## src/rtl/dcd_pkg.sv

```systemverilog
package dcd_pkg;

   typedef enum logic [3:0] {
      K_NONE  = 4'd0,
      K_DESEL = 4'd1,
      K_NOP   = 4'd2,
      K_ACT   = 4'd3,
      K_RD    = 4'd4,
      K_WR    = 4'd5,
      K_PRE   = 4'd6,
      K_REF   = 4'd7,
      K_MRS   = 4'd8,
      K_RSVD  = 4'd9,
      K_SREF  = 4'd10
   } cmd_kind_e;

   typedef enum logic [1:0] {
      PM_ON       = 2'd0,
      PM_PRE_PD   = 2'd1,
      PM_ACT_PD   = 2'd2,
      PM_SELF_REF = 2'd3
   } pwr_mode_e;

   // Raw pin code to command kind, before bank rules and clock-enable gating
   function automatic cmd_kind_e pin_decode(input logic cs_n, input logic ras_n,
                                            input logic cas_n, input logic we_n);
      cmd_kind_e k;
      if (cs_n) begin
         k = K_DESEL;
      end else begin
         case ({ras_n, cas_n, we_n})
            3'b011:  k = K_ACT;
            3'b101:  k = K_RD;
            3'b100:  k = K_WR;
            3'b010:  k = K_PRE;
            3'b001:  k = K_REF;
            3'b000:  k = K_MRS;
            3'b111:  k = K_NOP;
            default: k = K_RSVD;
         endcase
      end
      return k;
   endfunction

endpackage

```

## src/rtl/dcd_bank_slot.sv

```systemverilog
module dcd_bank_slot #(
   parameter int ROW_W      = 16,
   parameter bit TRACK_ROWS = 1'b1
) (
   input  logic             clk,
   input  logic             rst_n,
   input  logic             set_open,
   input  logic             clr_open,
   input  logic [ROW_W-1:0] row_in,
   output logic             open_q,
   output logic [ROW_W-1:0] row_q
);

   always_ff @(posedge clk or negedge rst_n) begin
      if (!rst_n) begin
         open_q <= 1'b0;
      end else if (set_open) begin
         open_q <= 1'b1;
      end else if (clr_open) begin
         open_q <= 1'b0;
      end
   end

   generate
      if (TRACK_ROWS) begin : g_row_store
         always_ff @(posedge clk or negedge rst_n) begin
            if (!rst_n) begin
               row_q <= '0;
            end else if (set_open) begin
               row_q <= row_in;
            end
         end
      end else begin : g_no_row
         logic unused_row;
         assign unused_row = ^row_in;
         assign row_q      = '0;
      end
   endgenerate

endmodule

```

## src/rtl/dcd_power_track.sv

```systemverilog
module dcd_power_track (
   input  logic       clk,
   input  logic       rst_n,
   input  logic       cke,
   input  logic       sref_go,
   input  logic       any_open,
   output logic       cke_prev,
   output logic [1:0] mode
);
   import dcd_pkg::*;

   pwr_mode_e mode_q;

   always_ff @(posedge clk or negedge rst_n) begin
      if (!rst_n) begin
         cke_prev <= 1'b0;
         mode_q   <= PM_ON;
      end else begin
         cke_prev <= cke;
         if (cke) begin
            mode_q <= PM_ON;
         end else if (cke_prev) begin
            if (sref_go)       mode_q <= PM_SELF_REF;
            else if (any_open) mode_q <= PM_ACT_PD;
            else               mode_q <= PM_PRE_PD;
         end
      end
   end

   assign mode = mode_q;

endmodule

```

## src/rtl/dcd_cmd_decode.sv

```systemverilog
module dcd_cmd_decode #(
   parameter int NUM_BANKS = 8,
   parameter int ADDR_W    = 16,
   parameter int AP_BIT    = 10,
   parameter int BC_BIT    = 12,
   localparam int BANK_W   = $clog2(NUM_BANKS)
) (
   input  logic                 cs_n,
   input  logic                 ras_n,
   input  logic                 cas_n,
   input  logic                 we_n,
   input  logic                 cke,
   input  logic                 cke_prev,
   input  logic [BANK_W-1:0]    ba,
   input  logic [ADDR_W-1:0]    addr,
   input  logic [NUM_BANKS-1:0] open_vec,
   output dcd_pkg::cmd_kind_e   kind,
   output logic                 valid,
   output logic                 illegal,
   output logic [BANK_W-1:0]    out_bank,
   output logic [ADDR_W-1:0]    out_addr,
   output logic                 autopre,
   output logic                 chop,
   output logic                 pre_all,
   output logic [BANK_W-1:0]    mr_idx,
   output logic [NUM_BANKS-1:0] set_vec,
   output logic [NUM_BANKS-1:0] clr_vec
);
   import dcd_pkg::*;

   localparam logic [ADDR_W-1:0] COL_MASK =
      ~((ADDR_W'(1) << AP_BIT) | (ADDR_W'(1) << BC_BIT));

   cmd_kind_e              raw;
   logic                   sel_open;
   logic                   any_open;
   logic [NUM_BANKS-1:0]   bank_oh;

   assign raw      = pin_decode(cs_n, ras_n, cas_n, we_n);
   assign sel_open = open_vec[ba];
   assign any_open = |open_vec;
   assign bank_oh  = NUM_BANKS'(1) << ba;

   always_comb begin
      kind     = K_NONE;
      illegal  = 1'b0;
      out_bank = '0;
      out_addr = '0;
      autopre  = 1'b0;
      chop     = 1'b0;
      pre_all  = 1'b0;
      mr_idx   = '0;
      set_vec  = '0;
      clr_vec  = '0;
      if (!cke) begin
         // Pins ignored in power-down; only the entry edge is examined
         if (cke_prev && raw == K_REF) begin
            if (any_open) illegal = 1'b1;
            else          kind    = K_SREF;
         end
      end else begin
         kind = raw;
         case (raw)
            K_ACT: begin
               out_bank = ba;
               out_addr = addr;
               if (sel_open) illegal = 1'b1;
               else          set_vec = bank_oh;
            end
            K_RD, K_WR: begin
               out_bank = ba;
               out_addr = addr & COL_MASK;
               autopre  = addr[AP_BIT];
               chop     = ~addr[BC_BIT];
               if (!sel_open)         illegal = 1'b1;
               else if (addr[AP_BIT]) clr_vec = bank_oh;
            end
            K_PRE: begin
               out_bank = ba;
               pre_all  = addr[AP_BIT];
               clr_vec  = addr[AP_BIT] ? '1 : bank_oh;
            end
            K_MRS: begin
               mr_idx   = ba;
               out_addr = addr;
            end
            K_RSVD: illegal = 1'b1;
            default: ;
         endcase
      end
   end

   assign valid = (kind == K_ACT) || (kind == K_RD)  || (kind == K_WR) ||
                  (kind == K_PRE) || (kind == K_REF) || (kind == K_MRS) ||
                  (kind == K_SREF);

endmodule

```

## src/rtl/dram_cmd_decoder.sv

```systemverilog
module dram_cmd_decoder #(
   parameter int NUM_BANKS  = 8,
   parameter int ADDR_W     = 16,
   parameter int AP_BIT     = 10,
   parameter int BC_BIT     = 12,
   parameter bit TRACK_ROWS = 1'b1,
   localparam int BANK_W    = $clog2(NUM_BANKS)
) (
   input  logic                 clk,
   input  logic                 rst_n,
   input  logic                 cke,
   input  logic                 cs_n,
   input  logic                 ras_n,
   input  logic                 cas_n,
   input  logic                 we_n,
   input  logic [BANK_W-1:0]    ba,
   input  logic [ADDR_W-1:0]    addr,
   output logic                 cmd_valid,
   output logic [3:0]           cmd_kind,
   output logic [BANK_W-1:0]    cmd_bank,
   output logic [ADDR_W-1:0]    cmd_addr,
   output logic [ADDR_W-1:0]    cmd_row,
   output logic                 cmd_autopre,
   output logic                 cmd_chop,
   output logic                 cmd_pre_all,
   output logic [BANK_W-1:0]    cmd_mr_idx,
   output logic                 cmd_illegal,
   output logic [NUM_BANKS-1:0] bank_open,
   output logic [1:0]           pd_mode
);
   import dcd_pkg::*;

   // Elaboration-time parameter checks
   generate
      if (NUM_BANKS < 2 || (1 << BANK_W) != NUM_BANKS) begin : g_bad_banks
         $error("NUM_BANKS must be a power of two, at least 2");
      end
      if (AP_BIT >= ADDR_W || BC_BIT >= ADDR_W || AP_BIT == BC_BIT) begin : g_bad_bits
         $error("AP_BIT and BC_BIT must be distinct and inside the address bus");
      end
   endgenerate

   logic                 cke_prev;
   logic [NUM_BANKS-1:0] open_vec;
   logic [ADDR_W-1:0]    slot_row [NUM_BANKS];

   cmd_kind_e            d_kind;
   logic                 d_valid, d_illegal, d_ap, d_chop, d_all;
   logic [BANK_W-1:0]    d_bank, d_mr;
   logic [ADDR_W-1:0]    d_addr, d_row;
   logic [NUM_BANKS-1:0] set_vec, clr_vec;

   dcd_cmd_decode #(
      .NUM_BANKS (NUM_BANKS),
      .ADDR_W    (ADDR_W),
      .AP_BIT    (AP_BIT),
      .BC_BIT    (BC_BIT)
   ) i_decode (
      .cs_n     (cs_n),
      .ras_n    (ras_n),
      .cas_n    (cas_n),
      .we_n     (we_n),
      .cke      (cke),
      .cke_prev (cke_prev),
      .ba       (ba),
      .addr     (addr),
      .open_vec (open_vec),
      .kind     (d_kind),
      .valid    (d_valid),
      .illegal  (d_illegal),
      .out_bank (d_bank),
      .out_addr (d_addr),
      .autopre  (d_ap),
      .chop     (d_chop),
      .pre_all  (d_all),
      .mr_idx   (d_mr),
      .set_vec  (set_vec),
      .clr_vec  (clr_vec)
   );

   dcd_power_track i_power (
      .clk      (clk),
      .rst_n    (rst_n),
      .cke      (cke),
      .sref_go  (d_kind == K_SREF),
      .any_open (|open_vec),
      .cke_prev (cke_prev),
      .mode     (pd_mode)
   );

   for (genvar b = 0; b < NUM_BANKS; b++) begin : g_bank
      dcd_bank_slot #(
         .ROW_W      (ADDR_W),
         .TRACK_ROWS (TRACK_ROWS)
      ) i_slot (
         .clk      (clk),
         .rst_n    (rst_n),
         .set_open (set_vec[b]),
         .clr_open (clr_vec[b]),
         .row_in   (addr),
         .open_q   (open_vec[b]),
         .row_q    (slot_row[b])
      );
   end

   // Row of the accessed bank, only for reads and writes that hit an open bank
   assign d_row = ((d_kind == K_RD || d_kind == K_WR) && open_vec[ba]) ? slot_row[ba] : '0;

   always_ff @(posedge clk or negedge rst_n) begin
      if (!rst_n) begin
         cmd_valid   <= 1'b0;
         cmd_kind    <= K_NONE;
         cmd_bank    <= '0;
         cmd_addr    <= '0;
         cmd_row     <= '0;
         cmd_autopre <= 1'b0;
         cmd_chop    <= 1'b0;
         cmd_pre_all <= 1'b0;
         cmd_mr_idx  <= '0;
         cmd_illegal <= 1'b0;
      end else begin
         cmd_valid   <= d_valid;
         cmd_kind    <= d_kind;
         cmd_bank    <= d_bank;
         cmd_addr    <= d_addr;
         cmd_row     <= d_row;
         cmd_autopre <= d_ap;
         cmd_chop    <= d_chop;
         cmd_pre_all <= d_all;
         cmd_mr_idx  <= d_mr;
         cmd_illegal <= d_illegal;
      end
   end

   assign bank_open = open_vec;

endmodule

```

## config.mk

```make
export PLATFORM = sky130hd
export DESIGN_NAME = dram_cmd_decoder
export DESIGN_NICKNAME = d
export VERILOG_FILES = /design/src/rtl/dcd_pkg.sv /design/src/rtl/dcd_bank_slot.sv /design/src/rtl/dcd_power_track.sv /design/src/rtl/dcd_cmd_decode.sv /design/src/rtl/dram_cmd_decoder.sv
export SDC_FILE = /design/constraint.sdc
export NUM_CORES = 1
export LEC_CHECK = 0
export BUFFER_PORTS_ARGS = -buffer_cell sky130_fd_sc_hd__buf_2
export CORE_AREA = 2 2 130 132
export DETAILED_ROUTE_END_ITERATION = 10
export DIE_AREA = 0 0 132 134
export PLACE_DENSITY = 0.73
export SKIP_CTS_REPAIR_TIMING = 1
export SLEW_MARGIN = 5
export SYNTH_ARGS = -nofsm -noshare
export SYNTH_HDL_FRONTEND = slang
export SYNTH_SLANG_ARGS = --single-unit
```

## constraint.sdc

```tcl
create_clock -name clk -period 4.25 [get_ports clk]
set_clock_uncertainty 0.1 [all_clocks]
set_input_delay 0.2125 -clock clk [delete_from_list [all_inputs] [get_ports clk]]
set_output_delay 0.2125 -clock clk [all_outputs]
set_load 0.01 [all_outputs]
```

# Word level (Yosys, flattened, before mapping)
# Cells that the tools add are included.
[totals]
regBits = 186
[classes]
order_cmp = 2
eq_ne = 20
n_shift = 1
n_mux = 57
n_bitwise = 2
reduce_logical = 23
[op_table]
columns = ["operator", "count"]
rows = [
  ["2-to-1 mux 16 bit", 4],
  ["2-to-1 mux 8 bit", 7],
  ["binary-select mux 16 bit (select 3 bit)", 1],
  ["== test 4 x 3 -> 1 bit, second input constant", 8],
  ["case mux 16 bit (2 select lines)", 1],
  ["2-to-1 mux 1 bit", 28],
  ["case mux 4 bit (7 select lines)", 1],
  ["nonzero test 2 bit", 9],
  ["== test 4 bit, second input constant", 4],
  ["2-to-1 mux 4 bit", 4],
  ["case mux 8 bit (2 select lines)", 1],
  ["2-to-1 mux 3 bit", 4],
  ["== test 3 bit, second input constant", 3],
  ["== test 4 x 2 -> 1 bit, second input constant", 2],
  ["2-to-1 mux 2 bit", 4],
  ["OR reduction 8 bit", 1],
  ["<< shifter 1 x 3 -> 8 bit, first input constant", 1],
  ["logical OR 1 bit", 7],
  ["== test 3 x 2 -> 1 bit, second input constant", 2],
  [">= comparator 4 bit, second input constant", 1],
  ["less-than comparator 3 x 4 -> 1 bit, second input constant", 1],
  ["NOT 3 -> 4 bit", 1],
  ["OR reduction 2 bit", 2],
  ["OR reduction 4 bit", 1],
  ["other kinds (6)", 7],
]

# Depth between registers and ports, before layout
[depth]
ltp_word = 14
depth_mapped = 8

# By module
# Synthesis repeated with hierarchy kept, for this count alone.
[hier_totals]
cells_unflattened = 566
hier_area_um2 = 8559.5
[by_module_without_submodules]
columns = ["module", "instances", "cells_each", "area_per_inst_um2", "seq_area_each_um2"]
rows = [
  ["dcd_bank_slot", 8, 37, 683.2, 425.4],
  ["dram_cmd_decoder", 1, 149, 2299.7, 1176.1],
  ["dcd_cmd_decode", 1, 112, 688.2, 0.0],
  ["dcd_power_track", 1, 9, 106.4, 75.1],
]

# Worst setup path before layout
# Ideal clock, no wire load.
[synth_timing]
kind = "input to register"
startpoint = "input port ras_n"
endpoint = "register g_bank[4].i_slot.row_q[10]"
setup_ns = 0.125
t_arrival_ns = 1.925
setup_slack_ns = 2.100
cell_stages = 7
cell_sequence = "buf_2 -> nor2b_4 -> nor3b_4 -> nand4_1 -> nor3_4 -> buf_4 -> mux2_2"
[synth_between]
elab_chain_cells = 6
word_cells_on_any_way = 12
classes_between = "eq/ne: 7; mux: 4; reduce/logical: 1"
[synth_lines]
columns = ["element", "line_no", "text"]
rows = [
  ["from (decl)", "dram_cmd_decoder.sv:13", "input logic ras_n,"],
  ["== test 3 bit (tied with other cells)", "dcd_pkg.sv:31", "case ({ras_n, cas_n, we_n})"],
  ["case mux 4 bit (7 select lines) *", "dcd_pkg.sv:31", ""],
  ["2-to-1 mux 4 bit *", "dcd_pkg.sv:28", "if (cs_n) begin"],
  ["== test 4 x 2 -> 1 bit *", "dcd_cmd_decode.sv:63", "case (raw)"],
  ["2-to-1 mux 8 bit *", "dcd_cmd_decode.sv:63", ""],
  ["2-to-1 mux 8 bit *", "dcd_cmd_decode.sv:55", "if (!cke) begin"],
  ["to (signal assigned)", "dcd_bank_slot.sv:30", "row_q <= row_in;"],
  ["to (decl)", "dcd_bank_slot.sv:11", "output logic [ROW_W-1:0] row_q"],
]
# Mark *: on every way between the ends. The rest lies on a longest branch, timed or not.
# A chain may end at the register's enable or synchronous reset.

# Final worst setup path
[layout_timing]
startpoint = "input port cke"
endpoint = "register g_bank[6].i_slot.row_q[1]"
[layout_between]
elab_chain_cells = 1
[layout_lines]
columns = ["element", "line_no", "text"]
rows = [
  ["from (decl)", "dram_cmd_decoder.sv:11", "input logic cke,"],
  ["2-to-1 mux 8 bit", "dcd_cmd_decode.sv:55", ""],
  ["to (signal assigned)", "dcd_bank_slot.sv:30", ""],
  ["to (decl)", "dcd_bank_slot.sv:11", ""],
]
# No other way between the ends.

==> flow_summary.toml <==
[detailed_routing]
dr_total_vias = 4718
vias_per_cell = 5.59
drt-total-wl_um = 16900
drc = 0
first_iter_violations = 287
drt_pre_antenna_iters = 4
drtAntennaViolNets = 0
route.detailed.wl_per_inst_um = 20.0

[worst_setup_path]
cpPeakStageDelay_ns = 0.59
critical_path_arrival_ns = 3.27
timing.critical_path.required_ns = 4.46
cp_slowest_cell = "sky130_fd_sc_hd__nor2_2"
timing.critical_path.cells = "dlygate4sd3_1 > buf_2 > nand2b_1 > nor3b_4 > nand4_1 > nor2_2 > buf_4 > mux2_2"
startpoint_type = "primary input"
worst_setup_path_end_kind = "flop"
crit_path_max_fanout = 16
criticalPathCategory = "primary input to flop"

[die]
core.rowCount = 47
die_area_um2 = 17700
chip_width_um = 132
core-area_um2 = 16300
design.portCount = 83
initial_util_pct = 49.4
die_h_um = 134

[synthesis]
synth.distinct_cells = 41
synth_edf_count = 0
most_frequent_cells_after_synthesis = "186 x sky130_fd_sc_hd__dfrtp_1, 127 x sky130_fd_sc_hd__mux2_2, 34 x sky130_fd_sc_hd__mux4_2"
netlist.top_cell.by_area = "sky130_fd_sc_hd__dfrtp_1"
ys_warn_count = 0
synthesized_nets = 560
synthDominantCellAreaShare_pct = 57.9
sequential_fraction_of_the_synthesis_area_pct = 57.9
syn_area_um2 = 8050
synthFlopType = "sky130_fd_sc_hd__dfrtp_1"
synth.most_common_cell = "sky130_fd_sc_hd__dfrtp_1"
synth_seq_cells = 186
async_flop_share_pct = 100
avgSynthCellArea_um2 = 15.1
synth.area.top_cells = "sky130_fd_sc_hd__dfrtp_1 58%, sky130_fd_sc_hd__mux2_2 18%, sky130_fd_sc_hd__mux4_2 9.5%, sky130_fd_sc_hd__mux2i_1 2.5%, sky130_fd_sc_hd__and2_1 1.4%"
postSynthCellCount = 534

[cts]
worst_skew_pair.late_latency_ns = 0.43
cts_htree_levels = 4
cts-buffers-inserted = 17
cts_sinks = 186
clk_pin_slew_worst_paths_ns = 0.07
tritoncts = "done"
cts_root_buf = "sky130_fd_sc_hd__clkbuf_16"
cts_max_path_buffers = 2

[hold_path]
hold_class = "primary input to flop"

[place]
numPortBuffers = 82
dp_hpwl_um = 10700
dpl_cell_area_um2 = 8600
gp_routability_congestion = 0.846
placed_cells = 810

[run_status]
run_status = "finished clean"

[sta]
max_slew_margin_pct = 34.3
worst-slew-pin-transition_ns = 0.986
grt_setup_unrepaired = "false"
final.period_utilization_pct = 72.0
slew_viol_final = 0
setup_viol_count_final = 0
hold_viol = 0
final_period_minus_worst_setup_slack_ns = 3.06
timing.fmax_ghz = 0.327
fin_tns_setup_ns = 0

[layout]
final_layout_size_suffix_gt1_share_pct = 47.3
flip_flop_and_latch_area_um2 = 4650
final_instance_count_excl_fillers = 844
area.growth.synth_to_final_pct = 14.7
fillers = 1300
multi_input_comb_area_um2 = 3150
num-nets-final = 637
utilization_pct = 56.6
insertedDiodeCount = 0
final_cell_area_um2 = 9230

[pwr]
total_leakage_power_nw = 4.60
power_per_cell_area_nw_per_um2 = 415
worst_ir_drop_vdd_uv = 287

[global_routing]
first_pass_grt_wire_length_um = 27300
first_global_vias = 4974
antenna_found_initial = 0
grt.overflow.total = 0
maximum_number_of_pins_on_one_net_before_global_route_repair = 110
globalRouteTotalUtil_pct = 20.2

[flow_run]
maxCapViolCount = 0
## path summary, 6_finish.rpt
check | endpoint | cells after the start | slack (ns) | from
min in group asynchronous | cmd_row[1] | 2 | 0.37 | rst_n
setup / recovery | g_bank[6].i_slot.row_q[1] | 8 | 1.19 | cke
max in group asynchronous | g_bank[7].i_slot.row_q[4] | 3 | 2.57 | rst_n
hold / removal | cmd_addr[8] | 2 | 0.0006 | addr[8]
hold reg to reg | g_bank[0].i_slot.row_q[10] | 2 | 0.39 | g_bank[0].i_slot.row_q[10]
setup reg to reg | cmd_row[1] | 5 | 1.75 | g_bank[5].i_slot.open_q
## report_power, final
| part | switching, mW | internal (mW) | leakage (nW) |
|---|---|---|---|
| logic | 0.170 | 0.156 | 1.77 |
| registers | 0.0490 | 1.86 | 2.54 |
| clock network | 0.668 | 0.927 | 0.286 |
| total | 0.887 | 2.94 | 4.60 |
## worst max-delay path: cells and delay by family
kind	cells	cell delay (ns)
buffers and inverters	3	1.02
multiplexers	1	0.37
AND/OR/NAND/NOR	4	1.67
## cell type report
type	instances	area share, %
repair buffers	94	5.55
flip-flops and latches	186	50.4
clock buffers	18	4.65
multi-input cells	303	34.1
clock inverters	14	1.90
well taps	220	2.98
inverters	9	0.366
## kinds of logic (layout without fill, tap and decap cells)
group	Yosys count	count (layout)	synth area share, %
xor+xnor	4	4	0.436
compound gates	26	26	2.33
simple gates	90	90	6.28
flops	186	186	57.9
buf+inv	45	135	3.03
mux	183	183	30.1
## per-stage QoR
step | total power, mW | hold WS [ns] | setup slack (ns)
2_1_floorplan | 2.14 | -0.183 | 2.10
3_3_place_gp | 2.25 | 0.288 | 1.34
3_5_place_dp | 2.27 | 0.308 | 1.29
4_1_cts | 3.87 | -0.153 | 1.72
5_1_grt | 3.99 | 0.00294 | 1.10
6_report | 3.83 | 0.000578 | 1.19
## layer usage
metal	vias up	global-route usage, %	wire (um)
met2	130	32.2	8270
met5	-	0	0
met1	2476	27.1	7380
met3	28	4.42	801
met4	0	8.64	402
li1	2084	-	-
## registers in the layout, summed over array words and instances (netlist names)
signal and count:
i_power.cke_prev 1, cmd_autopre 1, i_power.mode 2, g_bank.i_slot.row_q 128, cmd_row 16, g_bank.i_slot.open_q 8, cmd_illegal 1, cmd_bank 3
cmd_pre_all 1, cmd_chop 1, cmd_valid 1, cmd_kind 4, cmd_mr_idx 3, cmd_addr 16
## cell usage in the layout (no fill, tap or decap), types with 4 or more instances in the layout
| cell | count |
|---|---|
| sky130_fd_sc_hd__nand2b_1 | 4 |
| sky130_fd_sc_hd__clkinv_4 | 6 |
| sky130_fd_sc_hd__mux2_2 | 127 |
| sky130_fd_sc_hd__mux2i_1 | 20 |
| sky130_fd_sc_hd__nand2_1 | 8 |
| sky130_fd_sc_hd__nand3_1 | 4 |
| sky130_fd_sc_hd__inv_1 | 8 |
| sky130_fd_sc_hd__o21ai_0 | 6 |
| sky130_fd_sc_hd__buf_4 | 10 |
| sky130_fd_sc_hd__clkbuf_16 | 17 |
| sky130_fd_sc_hd__o22a_1 | 7 |
| sky130_fd_sc_hd__nor4_1 | 4 |
| sky130_fd_sc_hd__nor2_1 | 30 |
| sky130_fd_sc_hd__and2_1 | 18 |
| sky130_fd_sc_hd__dfrtp_1 | 186 |
| sky130_fd_sc_hd__buf_2 | 81 |
| sky130_fd_sc_hd__nor3_1 | 5 |
| sky130_fd_sc_hd__a31oi_1 | 4 |
| sky130_fd_sc_hd__mux4_2 | 34 |
Note: power is estimated with default switching activity, not from simulation.
